### src/rtl/irq_vec_pkg.sv
package irq_vec_pkg;
  localparam int unsigned SRC_N     = 5;
  localparam int unsigned ADDR_W    = 16;
  localparam int unsigned DATA_W    = 8;
  localparam int unsigned VEC_W     = 16;
  localparam logic [15:0] FLAG_ADDR = 16'hFF0F;
  localparam logic [15:0] MASK_ADDR = 16'hFFFF;
  localparam logic [15:0] VEC_BASE  = 16'h0040;
  localparam int unsigned VEC_STEP  = 8;

  typedef enum logic [1:0] {
    SEL_NONE = 2'd0,
    SEL_FLAG = 2'd1,
    SEL_MASK = 2'd2
  } reg_sel_e;
endpackage

### src/rtl/irq_flag_bank.sv
module irq_flag_bank #(
  parameter int unsigned N = 5
) (
  input  logic         clk_i,
  input  logic         rst_ni,
  input  logic [N-1:0] set_i,
  input  logic         wr_i,
  input  logic [N-1:0] wdata_i,
  input  logic [N-1:0] clr_i,
  output logic [N-1:0] q_o
);
  logic [N-1:0] q_q, q_d;

  // per bit: set > write > clear
  for (genvar i = 0; i < N; i++) begin : g_bit
    always_comb begin
      if (set_i[i])      q_d[i] = 1'b1;
      else if (wr_i)     q_d[i] = wdata_i[i];
      else if (clr_i[i]) q_d[i] = 1'b0;
      else               q_d[i] = q_q[i];
    end
  end

  always_ff @(posedge clk_i or negedge rst_ni) begin
    if (!rst_ni) q_q <= '0;
    else         q_q <= q_d;
  end

  assign q_o = q_q;
endmodule

### src/rtl/irq_mask_reg.sv
module irq_mask_reg #(
  parameter int unsigned W = 8
) (
  input  logic         clk_i,
  input  logic         rst_ni,
  input  logic         we_i,
  input  logic [W-1:0] wdata_i,
  output logic [W-1:0] q_o
);
  logic [W-1:0] q_q;

  always_ff @(posedge clk_i or negedge rst_ni) begin
    if (!rst_ni)   q_q <= '0;
    else if (we_i) q_q <= wdata_i;
  end

  assign q_o = q_q;
endmodule

### src/rtl/irq_prio_sel.sv
module irq_prio_sel #(
  parameter int unsigned N     = 5,
  parameter int unsigned VEC_W = 16,
  parameter logic [15:0] BASE  = 16'h0040,
  parameter int unsigned STEP  = 8
) (
  input  logic [N-1:0]     pend_i,
  output logic             any_o,
  output logic [N-1:0]     sel_oh_o,
  output logic [VEC_W-1:0] vec_o
);
  logic [N:0]       lower;
  logic [VEC_W-1:0] term [N];

  assign lower[0] = 1'b0;

  for (genvar i = 0; i < N; i++) begin : g_enc
    localparam logic [VEC_W-1:0] VecI = VEC_W'(BASE + i * STEP);
    assign lower[i+1]  = lower[i] | pend_i[i];
    assign sel_oh_o[i] = pend_i[i] & ~lower[i];
    assign term[i]     = sel_oh_o[i] ? VecI : '0;
  end

  always_comb begin
    vec_o = '0;
    for (int i = 0; i < N; i++) vec_o = vec_o | term[i];
  end

  assign any_o = lower[N];
endmodule

### src/rtl/irq_vector_ctrl.sv
module irq_vector_ctrl
  import irq_vec_pkg::*;
#(
  parameter int unsigned NSRC   = SRC_N,
  parameter int unsigned AW     = ADDR_W,
  parameter int unsigned DW     = DATA_W,
  parameter int unsigned VW     = VEC_W,
  parameter logic [15:0] F_ADDR = FLAG_ADDR,
  parameter logic [15:0] M_ADDR = MASK_ADDR
) (
  input  logic            clk_i,
  input  logic            rst_ni,
  input  logic [NSRC-1:0] req_i,
  input  logic            ime_i,
  input  logic            ack_i,
  input  logic [AW-1:0]   bus_addr_i,
  input  logic            bus_we_i,
  input  logic [DW-1:0]   bus_wdata_i,
  output logic [DW-1:0]   bus_rdata_o,
  output logic            bus_hit_o,
  output logic            irq_o,
  output logic [VW-1:0]   vector_o,
  output logic            ime_clr_o
);
  localparam int unsigned PadW = DW - NSRC;

  reg_sel_e        reg_sel;
  logic [NSRC-1:0] flag_q;
  logic [DW-1:0]   mask_q;
  logic [NSRC-1:0] pend;
  logic [NSRC-1:0] sel_oh;
  logic [NSRC-1:0] clr;
  logic            any_pend;
  logic            take;

  always_comb begin
    if (bus_addr_i == AW'(F_ADDR))      reg_sel = SEL_FLAG;
    else if (bus_addr_i == AW'(M_ADDR)) reg_sel = SEL_MASK;
    else                                reg_sel = SEL_NONE;
  end

  assign pend      = flag_q & mask_q[NSRC-1:0];
  assign irq_o     = ime_i & any_pend;
  assign take      = ack_i & irq_o;
  assign clr       = take ? sel_oh : '0;
  assign ime_clr_o = take;

  irq_flag_bank #(.N(NSRC)) u_flags (
    .clk_i   (clk_i),
    .rst_ni  (rst_ni),
    .set_i   (req_i),
    .wr_i    (bus_we_i && (reg_sel == SEL_FLAG)),
    .wdata_i (bus_wdata_i[NSRC-1:0]),
    .clr_i   (clr),
    .q_o     (flag_q)
  );

  irq_mask_reg #(.W(DW)) u_mask (
    .clk_i   (clk_i),
    .rst_ni  (rst_ni),
    .we_i    (bus_we_i && (reg_sel == SEL_MASK)),
    .wdata_i (bus_wdata_i),
    .q_o     (mask_q)
  );

  irq_prio_sel #(
    .N     (NSRC),
    .VEC_W (VW),
    .BASE  (VEC_BASE),
    .STEP  (VEC_STEP)
  ) u_prio (
    .pend_i   (pend),
    .any_o    (any_pend),
    .sel_oh_o (sel_oh),
    .vec_o    (vector_o)
  );

  always_comb begin
    unique case (reg_sel)
      SEL_FLAG: bus_rdata_o = {{PadW{1'b1}}, flag_q};
      SEL_MASK: bus_rdata_o = mask_q;
      default:  bus_rdata_o = '0;
    endcase
  end

  assign bus_hit_o = (reg_sel != SEL_NONE);
endmodule

### config.mk
export PLATFORM = sky130hd
export DESIGN_NAME = irq_vector_ctrl
export DESIGN_NICKNAME = d
export VERILOG_FILES = /design/src/rtl/irq_vec_pkg.sv /design/src/rtl/irq_flag_bank.sv /design/src/rtl/irq_mask_reg.sv /design/src/rtl/irq_prio_sel.sv /design/src/rtl/irq_vector_ctrl.sv
export SDC_FILE = /design/constraint.sdc
export NUM_CORES = 1
export LEC_CHECK = 0
export ABC_CLOCK_PERIOD_IN_PS = 1580
export BUFFER_PORTS_ARGS = -buffer_cell sky130_fd_sc_hd__buf_4
export CORE_UTILIZATION = 37
export CTS_CLUSTER_SIZE = 30
export DETAILED_ROUTE_END_ITERATION = 6
export PLACE_DENSITY_LB_ADDON = 0.12
export SKIP_CTS_REPAIR_TIMING = 1
export SYNTH_ARGS = -nofsm -noshare
export SYNTH_HDL_FRONTEND = slang
export SYNTH_SLANG_ARGS = --single-unit
### constraint.sdc
create_clock -name clk_i -period 1.58 [get_ports clk_i]
set_input_delay 0.237 -clock clk_i [delete_from_list [all_inputs] [get_ports clk_i]]
set_output_delay 0.237 -clock clk_i [all_outputs]
set_load 0.1 [all_outputs]
==> flow_summary.yaml <==
finish:
  fin_nets: 191
  final_common_cell: "buf_4"
  layout_common_cells: "buf_4, buf_12, dfrtp_1, conb_1, mux2_2"
  area_delta_synth_final_pct: 98.3
  drive_gt1_share_pct: 64.1
  diodes: 0
timing:
  setup_viol: 17
  fin_setup_tns_ns: -4.47
  skew_ns: 0.00333
  finalMaxSlewViolations: 0
  rsz0062_at_grt: "yes"
  fmaxAchievable_ghz: 0.495
  fin_crit_sh_pct: 128
  finalWorstSetupSlack_ns: -0.439
  hold_viol_final: 0
  final.min_clock_period_ns: 2.02
synth:
  yosysTopAreaCell: "dfrtp_1"
  ys_seq_elements: 13
  synth.distinct_cells: 26
  synth-simple-area-share_pct: 19.6
  synthXorXnorAreaFrac_pct: 0
  syn_area_per_cell_um2: 10.2
  synthTopCellsByArea: "dfrtp_1, buf_4, mux2_2"
  ys_seq_area_share_pct: 36.4
  ys_warn_count: 0
  synthCells: 88
  synth_top_family_by_area: "compound AO/OA/AOI/OAI gates"
  synthesis.area_um2: 895
  synth.top_cell.area_share_pct: 36.4
  synth_compound_area_share_pct: 21.8
  muxShareOfSynthArea_pct: 10.1
  synth-adder-area-share_pct: 0
setup_path:
  endpoint_kind: "primary output"
  worst-path-buf-inv: 1
  crit_path_max_fanout: 3
  path_delay_family: "simple AND/OR/NAND/NOR gates"
  crit_start: "u_flags.q_o[1]$_DFFE_PN0P_"
  cp-start-kind: "register"
  worstPathArrival_ns: 1.78
  reg2reg_from: "u_flags.q_o[1]$_DFFE_PN0P_"
  required_ns: 1.34
  critPathSlowestCell: "dfrtp_1"
  slowest_delay_ns: 0.42
  path_cells: "a22o_4 -> or3_4 -> nand2b_4 -> and2_4 -> buf_12"
  path_class: "register to primary output"
power_and_ir_drop:
  p_per_area_nw_per_um2: 435
  cellLeakagePower_nw: 0.872
  power.total_mw: 0.772
  ir_drop_v: 0.000523
global_routing:
  overflow: 0
  antenna_found_initial: 0
  grt_pass1_vias: 902
  grt_max_degree: 14
  grt_pass1_wl_mm: 4.04
  grt.total_usage_pct: 20.8
route:
  first_iter_violations: 14
  routedWlPerCell_um: 16.2
  drc_errors: 0
  vias: 954
  ant_nets: 0
  vias_per_cell: 5.18
  routed_wl_mm: 2.98
  firstDrtPassIters: 4
hold_path:
  min_from: "req_i[0]"
  hold_path.class: "input port to register"
job:
  max_cap_viol_count: 0
cts:
  cts.clk_slew.worst_paths_ns: 0.09
  cts_sinks: 13
  cts_made_buffers: 3
  cts-htree-levels: 1
  cts_buffer_depth: 2
  clk_latency_ns: 0.28
  cts_tree: "built"
  cts_root_buf: "clkbuf_4"
die:
  die-area_um2: 2620
  ios: 61
  die_x_um: 51.2
  core_area_um2: 2250
  rows: 17
  die_y_um: 51.2
  initial_core_util_pct: 39.7
run_status:
  violations: "negative setup slack"
  outcome: "finished, violations left"
place:
  io_buffers: 48
  dp_hpwl_mm: 1.94
  finalWeightedCongestion: 0.824
==> through the flow <==
step / util [%] / worst slack (ns) / instances / instance area [um2] / hold WS (ns)
4_1_cts: 67.1 / -0.484 / 181 / 1510 / -0.211
3_5_place_dp: 66.0 / -0.343 / 177 / 1490 / 0.0940
2_1_floorplan: - / -0.363 / 99 / 1060 / -0.0586
5_1_grt: 78.7 / -0.473 / 184 / 1770 / 0.154
3_3_place_gp: 66.0 / -0.336 / 177 / 1490 / 0.0890
6_report: 78.7 / -0.439 / 184 / 1770 / 0.156
==> registers in the layout, indices dropped and copies added (netlist names) <==
| name | count |
|---|---|
| u_flags.q_o | 5 |
| u_mask.q_o | 8 |
==> worst paths after layout <==
check	slack [ns]	depth (start not counted)	endpoint
max	-0.44	5	irq_o
min	0.16	2	u_flags.q_o[0]$_DFFE_PN0P_
max reg2reg	-0.15	6	u_flags.q_o[4]$_DFFE_PN0P_
min reg2reg	0.54	1	u_mask.q_o[6]$_DFFE_PN0P_
max in group asynchronous	1.07	2	u_mask.q_o[7]$_DFFE_PN0P_
min in group asynchronous	0.34	2	u_mask.q_o[3]$_DFFE_PN0P_
==> per-layer routing <==
layer / GRT usage (%) / routed length [um] / up-vias
met5: 0 / 0 / -
met4: 9.26 / 10 / 0
met3: 2.08 / 120 / 2
met2: 36.2 / 1680 / 43
met1: 25.7 / 1170 / 460
li1: - / - / 449
==> where the power goes <==
group	total, mW	switching [mW]	internal, mW
clock	0.215	0.117	0.0980
combinational	0.224	0.163	0.0603
sequential	0.333	0.0000682	0.332
total	0.772	0.281	0.491
==> synth_stat cells <==
library cell  number
a21o_1             3
a21oi_1            6
a22o_1             6
a311o_1            5
a41o_1             1
and2_1             3
buf_4             13
clkbuf_1           1
conb_1             1
dfrtp_1           13
inv_1              1
mux2_2             8
nand2_1            6
nand2_2            1
nand2b_1           1
nand3_1            4
nand4_1            4
nor2_1             1
nor2b_1            1
nor4_4             2
o21ai_0            1
o31ai_1            1
o41ai_1            2
or2_2              1
or3_1              1
or4_4              1
==> worst register-to-register path, stage by stage (launching register included) <==
cell	delay (ns)
dfrtp_1	0.42
a22o_4	0.28
buf_4	0.13
buf_6	0.13
o41ai_2	0.31
a21oi_1	0.06
a311o_1	0.27
==> cell type report <==
class                      count  area, um2
clock buffer                   4       26.3
timing repair buffer          67        719
inverter                       1       3.75
multi-input combinational     71        664
tap                           28       35.0
fill                         146        480
sequential                    13        325
==> cells by family (layout without fill, tap and decap cells) <==
kind of cell / count (synthesis) / after routing
AND/OR/NAND/NOR: 26 / 26
AO/OA/AOI/OAI: 25 / 25
buffers and inverters: 15 / 72
flip-flops: 13 / 13
multiplexers: 8 / 8
other: 1 / 12
Note: power is estimated with default switching activity, not from simulation.
